<file path="config.mk">
export PLATFORM = sky130hd
export DESIGN_NAME = srx_timing_recovery
export DESIGN_NICKNAME = d
export VERILOG_FILES = /design/src/rtl/srx_pkg.sv /design/src/rtl/srx_tx_clkgen.sv /design/src/rtl/srx_phase_track.sv /design/src/rtl/srx_frame_offset.sv /design/src/rtl/srx_timing_recovery.sv
export SDC_FILE = /design/constraint.sdc
export NUM_CORES = 1
export LEC_CHECK = 0
export ABC_AREA = 1
export BUFFER_PORTS_ARGS = -buffer_cell sky130_fd_sc_hd__buf_2
export CORE_ASPECT_RATIO = 1.4
export CORE_MARGIN = 2
export CORE_UTILIZATION = 55
export CTS_BUF_LIST = sky130_fd_sc_hd__clkbuf_4
export CTS_CLUSTER_DIAMETER = 120
export DETAILED_ROUTE_END_ITERATION = 8
export HOLD_SLACK_MARGIN = 0.12
export PLACE_DENSITY = 0.84
export SKIP_LAST_GASP = 1
export SYNTH_ARGS = -nofsm -noshare
export SYNTH_HDL_FRONTEND = slang
export SYNTH_SLANG_ARGS = --single-unit
export TNS_END_PERCENT = 20
</file>
<file path="constraint.sdc">
create_clock -name clk -period 1.3 [get_ports clk]
set_input_delay 0.13 -clock clk [delete_from_list [all_inputs] [get_ports clk]]
set_output_delay 0.13 -clock clk [all_outputs]
set_load 0.01 [all_outputs]
</file>
<file path="src/rtl/srx_pkg.sv">
package srx_pkg;

    localparam int unsigned TICKS_PER_BIT = 40;
    localparam int unsigned BUS_DELAY     = 35;
    localparam int unsigned P2P_SAMPLE    = 30;
    localparam int unsigned FRAME_BITS    = 48;
    localparam int unsigned WIN_LO        = 2;
    localparam int unsigned WIN_HI        = 8;
    localparam int unsigned BUS_OFS       = 2;

    localparam int unsigned PH_W  = $clog2(TICKS_PER_BIT);
    localparam int unsigned BIT_W = $clog2(FRAME_BITS);

    typedef logic [PH_W-1:0]  phase_t;
    typedef logic [BIT_W-1:0] bitidx_t;

    localparam phase_t PH_ZERO = '0;
    localparam phase_t PH_ONE  = phase_t'(1);
    localparam phase_t PH_TWO  = phase_t'(2);
    localparam phase_t PH_HALF = phase_t'(TICKS_PER_BIT / 2);
    localparam phase_t PH_LAST = phase_t'(TICKS_PER_BIT - 1);
    localparam phase_t PH_PEN  = phase_t'(TICKS_PER_BIT - 2);
    localparam phase_t PH_BUSD = phase_t'(BUS_DELAY);
    localparam phase_t PH_BUSW = phase_t'(TICKS_PER_BIT - BUS_DELAY);
    localparam phase_t PH_SAMP = phase_t'(P2P_SAMPLE);

    localparam bitidx_t BI_ONE  = bitidx_t'(1);
    localparam bitidx_t BI_LAST = bitidx_t'(FRAME_BITS - 1);
    localparam bitidx_t BI_LO   = bitidx_t'(WIN_LO);
    localparam bitidx_t BI_HI   = bitidx_t'(WIN_HI);
    localparam bitidx_t BI_BUS  = bitidx_t'(BUS_OFS);

    typedef enum logic [1:0] {
        ADJ_NONE,
        ADJ_HOLD,
        ADJ_SKIP
    } adj_e;

    typedef struct packed {
        logic    valid;
        logic    flag;
        bitidx_t bits;
    } ofs_stat_t;

    // Advance a phase by one tick, or by two when skip is set, modulo a bit.
    function automatic phase_t phase_step(phase_t p, logic skip);
        phase_t r;
        if (p == PH_LAST)
            r = skip ? PH_ONE : PH_ZERO;
        else if (skip && p == PH_PEN)
            r = PH_ZERO;
        else
            r = p + (skip ? PH_TWO : PH_ONE);
        return r;
    endfunction

    // Receive phase in bus mode: the transmit phase minus the fixed delay.
    function automatic phase_t bus_phase(phase_t tx);
        return (tx >= PH_BUSD) ? (tx - PH_BUSD) : (tx + PH_BUSW);
    endfunction

    function automatic logic clk_level(phase_t p);
        return p < PH_HALF;
    endfunction

    function automatic logic ofs_outside(bitidx_t b, logic bus);
        return bus ? (b != BI_BUS) : ((b < BI_LO) || (b > BI_HI));
    endfunction

endpackage

</file>
<file path="src/rtl/srx_tx_clkgen.sv">
module srx_tx_clkgen
    import srx_pkg::*;
(
    input  logic    clk,
    input  logic    rst,
    output phase_t  tx_ph,
    output bitidx_t tx_bit
);

    always_ff @(posedge clk) begin
        if (rst) begin
            tx_ph  <= PH_ZERO;
            tx_bit <= '0;
        end else begin
            tx_ph <= phase_step(tx_ph, 1'b0);
            if (tx_ph == PH_LAST)
                tx_bit <= (tx_bit == BI_LAST) ? '0 : tx_bit + BI_ONE;
        end
    end

endmodule

</file>
<file path="src/rtl/srx_phase_track.sv">
module srx_phase_track
    import srx_pkg::*;
(
    input  logic   clk,
    input  logic   rst,
    input  logic   adj_en,
    input  logic   rx_data,
    output phase_t rec_ph
);

    logic   prev_q;
    logic   edge_seen;
    adj_e   adj;
    phase_t ph_next;

    assign edge_seen = rx_data ^ prev_q;

    always_comb begin
        if (!adj_en || !edge_seen || rec_ph == PH_ZERO)
            adj = ADJ_NONE;
        else if (rec_ph < PH_HALF)
            adj = ADJ_HOLD;
        else
            adj = ADJ_SKIP;
    end

    always_comb begin
        case (adj)
            ADJ_HOLD: ph_next = rec_ph;
            ADJ_SKIP: ph_next = phase_step(rec_ph, 1'b1);
            default:  ph_next = phase_step(rec_ph, 1'b0);
        endcase
    end

    always_ff @(posedge clk) begin
        if (rst) begin
            rec_ph <= PH_ZERO;
            prev_q <= 1'b0;
        end else begin
            rec_ph <= ph_next;
            prev_q <= rx_data;
        end
    end

endmodule

</file>
<file path="src/rtl/srx_frame_offset.sv">
module srx_frame_offset
    import srx_pkg::*;
(
    input  logic      clk,
    input  logic      rst,
    input  logic      mode_bus,
    input  logic      mark,
    input  bitidx_t   tx_bit,
    output ofs_stat_t stat
);

    always_ff @(posedge clk) begin
        if (rst) begin
            stat <= '0;
        end else if (mark) begin
            stat.valid <= 1'b1;
            stat.bits  <= tx_bit;
            stat.flag  <= ofs_outside(tx_bit, mode_bus);
        end
    end

endmodule

</file>
<file path="src/rtl/srx_timing_recovery.sv">
module srx_timing_recovery
    import srx_pkg::*;
(
    input  logic                 clk,
    input  logic                 rst,
    input  logic                 mode_bus,
    input  logic                 rx_data,
    input  logic                 rx_frame_mark,
    output logic                 tx_clk,
    output logic                 rx_clk,
    output logic                 rx_strobe,
    output logic                 rx_bit,
    output logic [BIT_W-1:0]     ofs_bits,
    output logic                 ofs_valid,
    output logic                 ofs_flag
);

    phase_t    tx_ph;
    bitidx_t   tx_bit;
    phase_t    rec_ph;
    phase_t    rx_ph;
    phase_t    strobe_ph;
    ofs_stat_t stat;

    srx_tx_clkgen u_tx (
        .clk    (clk),
        .rst    (rst),
        .tx_ph  (tx_ph),
        .tx_bit (tx_bit)
    );

    srx_phase_track u_rec (
        .clk     (clk),
        .rst     (rst),
        .adj_en  (!mode_bus),
        .rx_data (rx_data),
        .rec_ph  (rec_ph)
    );

    srx_frame_offset u_ofs (
        .clk      (clk),
        .rst      (rst),
        .mode_bus (mode_bus),
        .mark     (rx_frame_mark),
        .tx_bit   (tx_bit),
        .stat     (stat)
    );

    assign rx_ph     = mode_bus ? bus_phase(tx_ph) : rec_ph;
    assign strobe_ph = mode_bus ? PH_ZERO : PH_SAMP;
    assign tx_clk    = clk_level(tx_ph);
    assign rx_clk    = clk_level(rx_ph);
    assign rx_strobe = !rst && (rx_ph == strobe_ph);

    always_ff @(posedge clk) begin
        if (rst)
            rx_bit <= 1'b0;
        else if (rx_strobe)
            rx_bit <= rx_data;
    end

    assign ofs_bits  = stat.bits;
    assign ofs_valid = stat.valid;
    assign ofs_flag  = stat.flag;

endmodule

</file>
[Word-level counts from Yosys, hierarchy flattened]
Index checks and enable logic that the tools add are counted.
Storage, ports and cells
  flip-flop bits (word level): 28
  bits of input ports: 5
  output and inout bits: 12
  word-level logic and storage cells: 48
Operators by class
  add/subtract/negate cells: 6
  magnitude comparators: 6
  equal/unequal tests: 8
  multiplexer cells: 11
  bitwise gates (word level): 1
  reduce and logical (&&, ||, !) cells: 8
Operators with widths (count)
  $mux W6: 6
  $eq A6 B6 Y1 const B: 4
  $add A6 B1 Y6 const B: 3
  $lt A6 B5 Y1 const B: 3
  $pmux W6 S2: 1
  $add A6 B2 Y6 const B: 1
  $add A6 B3 Y6 const B: 1
  $eq A6 B5 Y1: 1
  $ge A6 B6 Y1 const B: 1
  $gt A6 B4 Y1 const B: 1
  $logic_not A6 Y1: 1
  $lt A6 B2 Y1 const B: 1
  $ne A6 B2 Y1 const B: 1
  $sub A6 B6 Y6 const B: 1
  $mux W5: 1
  $mux W2: 2
  $logic_or A1 B1 Y1: 3
  $eq A2 B1 Y1 const B: 1
  $eq A2 B2 Y1 const B: 1
  $logic_not A1 Y1: 2
  $reduce_or A2 Y1: 1
  $logic_and A1 B1 Y1: 1
  $mux W1: 1
  $xor A1 B1 Y1: 1

[Longest topological paths before layout]
  word-level depth: 7
  depth in mapped cells: 12
  mapped depth without buffers: 12

[Cells and area by module]
A second synthesis with hierarchy kept.
Second synthesis, totals
  cell total of the unflattened synthesis: 299
  area total of the unflattened synthesis: 1946.9 µm²
By module, submodules not included
  srx_phase_track: instances 1, cells an instance 102, area an instance 659.4 µm², seq. area each 140.1 µm²
  srx_tx_clkgen: instances 1, cells an instance 84, area an instance 584.3 µm², seq. area each 240.2 µm²
  srx_timing_recovery: instances 1, cells an instance 72, area an instance 381.6 µm², seq. area each 20.0 µm²
  srx_frame_offset: instances 1, cells an instance 41, area an instance 321.6 µm², seq. area each 160.2 µm²

[Worst setup path after synthesis]
Ideal clock, no wire load.
  kind: flip-flop to flip-flop
  from: reg u_tx.tx_ph[0]
  to: reg rx_bit
  library setup time: 64 ps
  arrival time: 1372 ps
  data required time: 1236 ps
  setup slack: -135 ps
  stages on the path, launching flop included: 12
  path buffers: 0
  period minus slack after synthesis: 1435 ps
  path through: dfxtp_1 -> ha_1 -> inv_2 -> nand2_2 -> nand3_2 -> nand2_1 -> nand2_1 -> nor2_1 -> nand3_2 -> nor2_2 -> nor2_1 -> nor2_1
Between the ends
  word-level cells in the longest chain between the ends: 5
  elaborated cells between the ends (all ways): 7
  classes of those cells: 2 x add/sub; 1 x order compare; 1 x eq/ne; 2 x mux; 1 x reduce/logical
RTL lines
  from (decl): line srx_tx_clkgen.sv:6  | output phase_t tx_ph,
  from (signal assigned): line srx_tx_clkgen.sv:15  | tx_ph <= phase_step(tx_ph, 1'b0);
  $add A6 B3 Y6 (tied with other cells): line srx_pkg.sv:59  | return (tx >= PH_BUSD) ? (tx - PH_BUSD) : (tx + PH_BUSW);
  $mux W6 (*): line srx_pkg.sv:59
  $mux W6 (*): line srx_timing_recovery.sv:49  | assign rx_ph = mode_bus ? bus_phase(tx_ph) : rec_ph;
  $eq A6 B5 Y1 (*): line srx_timing_recovery.sv:53  | assign rx_strobe = !rst && (rx_ph == strobe_ph);
  $logic_and A1 B1 Y1 (*): line srx_timing_recovery.sv:53
  via rx_strobe: line srx_timing_recovery.sv:11  | output logic rx_strobe,
  to (signal assigned): line srx_timing_recovery.sv:59  | rx_bit <= rx_data;
  to (decl): line srx_timing_recovery.sv:12  | output logic rx_bit,
Mark *: on every way through the listed nets, which the timed path passes. The rest lies on a longest branch.
A chain may end at the register's enable or synchronous reset.

[Worst setup path in the final report]
  from: reg u_tx.tx_ph[0]
  to: out rx_strobe
Between the ends
  word-level cells in the longest chain between the ends: 5
  elaborated cells between the ends (all ways): 7
  classes of those cells: 2 x add/sub; 1 x order compare; 1 x eq/ne; 2 x mux; 1 x reduce/logical
RTL lines (line)
  $add A6 B3 Y6 (tied with other cells): srx_pkg.sv:59
  $mux W6 (*): srx_pkg.sv:59
  $mux W6 (*): srx_timing_recovery.sv:49
  $eq A6 B5 Y1 (*): srx_timing_recovery.sv:53
  $logic_and A1 B1 Y1 (*): srx_timing_recovery.sv:53
  to (decl): srx_timing_recovery.sv:11
Every way passes the cells marked *; elsewhere a longest branch is shown, timed or not.

==> results by group <==
Run status
  • Status: finished, violations left
  • Failing checks: negative setup slack

Synthesis
  • Sequential fraction of the synthesis area: 32.80%
  • Yosys warnings: 0
  • Syn_area_per_cell: 6.948 µm²
  • Mapped Cells: 246
  • Synth Area in Simple Gates: 35.72%
  • Syn Nets: 258
  • Synth Area in Compound Gates: 14.71%
  • Mux contribution to synthesized area: 0%
  • Netlist Area Pre-Place: 1709 µm²
  • XOR/XNOR Fraction of Synth Area: 3.587%
  • Largest family of logic cells by synthesized area: simple AND/OR/NAND/NOR gates
  • Post-Synth Adder-Cell Area: 5.124%
  • Distinct cells, synth: 34
  • Seq cells post-synth: 28

Global routing
  • Grt ovf: 0
  • Pin count of the biggest net entering global routing: 17
  • Initial antenna violation count: 0
  • Vias in the first global route: 1756
  • First-pass GRT wire length: 7431 µm
  • Total Routing Usage GR: 26.53%

Timing
  • Final WS setup: -0.5305 ns
  • Period minus WS final: 1.830 ns
  • Final slew viol count: 0
  • Fin. Hold Viols: 0
  • Max Fclk: 546.3 MHz
  • Final clock skew: 0.005753 ns
  • RSZ-0062 raised after global routing: true
  • Setup violators final: 21
  • Slew headroom: 80.78%
  • Actual slew at the worst max-slew pin: 0.2880 ns
  • Crit share post-route: 140.8%

Detailed routing
  • First-pass detailed-route iteration total: 4
  • Drt wl/cell: 13.01 µm
  • Final WL: 4502 µm
  • Drt via density: 5.364
  • DR vias: 1856
  • Iter 0 DRT Violations: 63
  • Antenna violation net count after detailed routing: 0
  • Residual DRC count: 0

Clock tree
  • Clk sink count: 28
  • CTS tree: done
  • Clock-pin slew on the worst setup and hold paths: 0.15 ns
  • Worst-Skew Late Latency: 0.33 ns
  • Clock root cell: clkbuf_4
  • H-tree levels: 1
  • CTS Buf Count: 3
  • CTS max path bufs: 2

Placement
  • Port bufs: 16
  • GP Congestion: 0.9317
  • DP Cell Count: 328
  • Post-DP HPWL: 2932 µm

Power and ir drop
  • Sw Share: 29.58%
  • Total power: 2.102 mW
  • Logic pwr share: 27.1%
  • Clk pwr share: 27.1%
  • Lkg Pwr: 1.042 nW
  • Share of power burned in registers: 45.8%
  • Internal power: 1.481 mW
  • Pwr dens: 888.1 nW/µm²
  • Peak VDD IR: 0.0009265 V
  • Sw power: 0.6218 mW

Cells and area
  • Area Overhead vs Synth: 38.51%
  • Fraction of layout cells with a size suffix above 1: 38.51%
  • Filler cells: 186
  • Most frequent cells in the layout: nand2_1 (42), buf_4 (42), nor2_1 (31), dfxtp_1 (20), inv_1 (19)
  • Area of the multi-input gates: 1115 µm²
  • Sequential Area: 575.6 µm²
  • Post-layout nets: 322
  • # diodes: 0
  • Finished Layout Cells: 346

Worst hold path
  • Min-Delay Path Class: in -> reg
  • Hold depth: 4

Floorplanning
  • CORE AREA: 2907 µm²
  • Floorplan row count: 23
  • DIE HEIGHT: 69.96 µm
  • Die footprint: 3576 µm²
  • Die X: 51.12 µm
  • Io pins: 17
  • Starting Density: 58.80%

Worst setup path
  • CP cell instances: ha_4 > nand2_2 > nand3_4 > nor2_4 > nor2_2 > nor2_2 > nand3_2 > nor2_4 > buf_6
  • Worst r2r path cells: 14
  • Crit Path Category: reg -> out
  • Max stage delay on crit path: 0.39 ns
  • Arrival time worst endpoint: 1.70 ns
  • Worst-path fanout max: 3
  • Crit path max-delay family: simple AND/OR/NAND/NOR gates
  • Buf/Inv on CP: 1
  • Critical path depth in cells: 9
  • Worst Setup End Kind: output port
  • Worst setup SP type: flop
  • CP max-delay cell: dfxtp_4
  • Data required time of the worst path: 1.17 ns

Run
  • # Max-Cap Violations: 0
## layer usage
metal,wire length [µm],GRT usage (%)
met1,1770,29.80
met2,2411,46.75
met3,171,3.846
met4,148,13.81
met5,0,0
## cells in the mapped netlist, drive strengths merged
master,instances,share of area (%)
nand2,54,13
nor2,40,10
dfxtp,28,33
inv,28,6.1
nand3,22,8.5
o21ai,18,5.3
a21oi,17,5.2
ha,7,5.1
nor3,6,2.3
xor2,6,3.1
o211ai,4,1.8
clkbuf,3,0.66
buf,2,0.95
nand4,2,1.1
a211oi,1,0.44
a22oi,1,0.73
a31oi,1,0.37
clkinv,1,0.29
nor3b,1,0.44
nor4,1,0.37
o21a,1,0.44
o32ai,1,0.51
xnor2,1,0.51
## worst reg2reg max path, stage by stage, from the launching register on
cell	delay, ns
dfxtp_4	0.39
ha_4	0.18
inv_4	0.07
nand2_2	0.07
nand2_2	0.07
nand2_2	0.07
buf_4	0.13
buf_4	0.12
buf_4	0.12
nor2_1	0.09
nor2_1	0.06
nor2_1	0.11
nand3_1	0.08
nand2_1	0.06
nor2_1	0.04
## worst paths after layout
| check | endpoint | startpoint | slack, ns |
|---|---|---|---|
| max | rx_strobe | u_tx.tx_ph[0] | -0.53 |
| min | u_tx.tx_bit[4] | rst | 0.24 |
| max reg2reg | rx_bit | u_tx.tx_ph[0] | -0.43 |
| min reg2reg | u_ofs.stat[7] | u_ofs.stat[7] | 0.48 |
## repair_timing
item | CTS | global route
setup endpoints to repair | 13 | 23
hold endpoints to repair | 6 | 0
pin swaps | 8 | 11
hold buffers | 5 | 0
gates resized for setup | 18 | 14
buffers inserted | 5 | 4
## through the flow
stage          hold slack [ns]  cell area, µm²  util, %  setup slack (ns)  setup TNS (ns)
2_1_floorplan           0.2551            1735        -          -0.04215        -0.07853
3_3_place_gp            0.3946            2090    71.89           -0.1131         -0.7675
3_5_place_dp            0.3984            2090    71.89           -0.1430         -0.9109
4_1_cts                 0.2166            2283    78.56           -0.4939          -2.209
5_1_grt                 0.2731            2367    81.45           -0.6199          -4.898
6_report                0.2355            2367    81.45           -0.5305          -3.065
## sequential cells by signal, summed over array words and instances (netlist names)
name and count:
u_rec.prev_q 1, rx_bit 1, u_tx.tx_ph 6, u_tx.tx_bit 6, u_rec.rec_ph 6, u_ofs.stat 8
## power groups by stage
stage	clock network (mW)	logic (mW)	registers (mW)
floorplan	0	0.303	0.990
global placement	0	0.496	0.978
detailed placement	0	0.510	0.980
CTS	0.582	0.547	0.963
global route	0.608	0.636	0.968
finish	0.569	0.571	0.963
## cell type report
cell class,instances,area share (%)
Clock buffer,3,0.9514
Clock inverter,1,1.268
Inverter,29,4.863
Multi-Input combinational cell,184,47.09
Sequential cell,28,24.31
Tap cell,37,1.956
Timing Repair Buffer,64,19.56
## kinds of logic (layout without fill, tap and decap cells)
logic type | Yosys count | in the layout
AND/OR/NAND/NOR | 126 | 126
flip-flops | 28 | 28
buffers and inverters | 34 | 97
XOR/XNOR | 7 | 7
AO/OA/AOI/OAI | 44 | 44
adder cells (fa/ha/maj) | 7 | 7
Note: power is estimated with default switching activity, not from simulation.
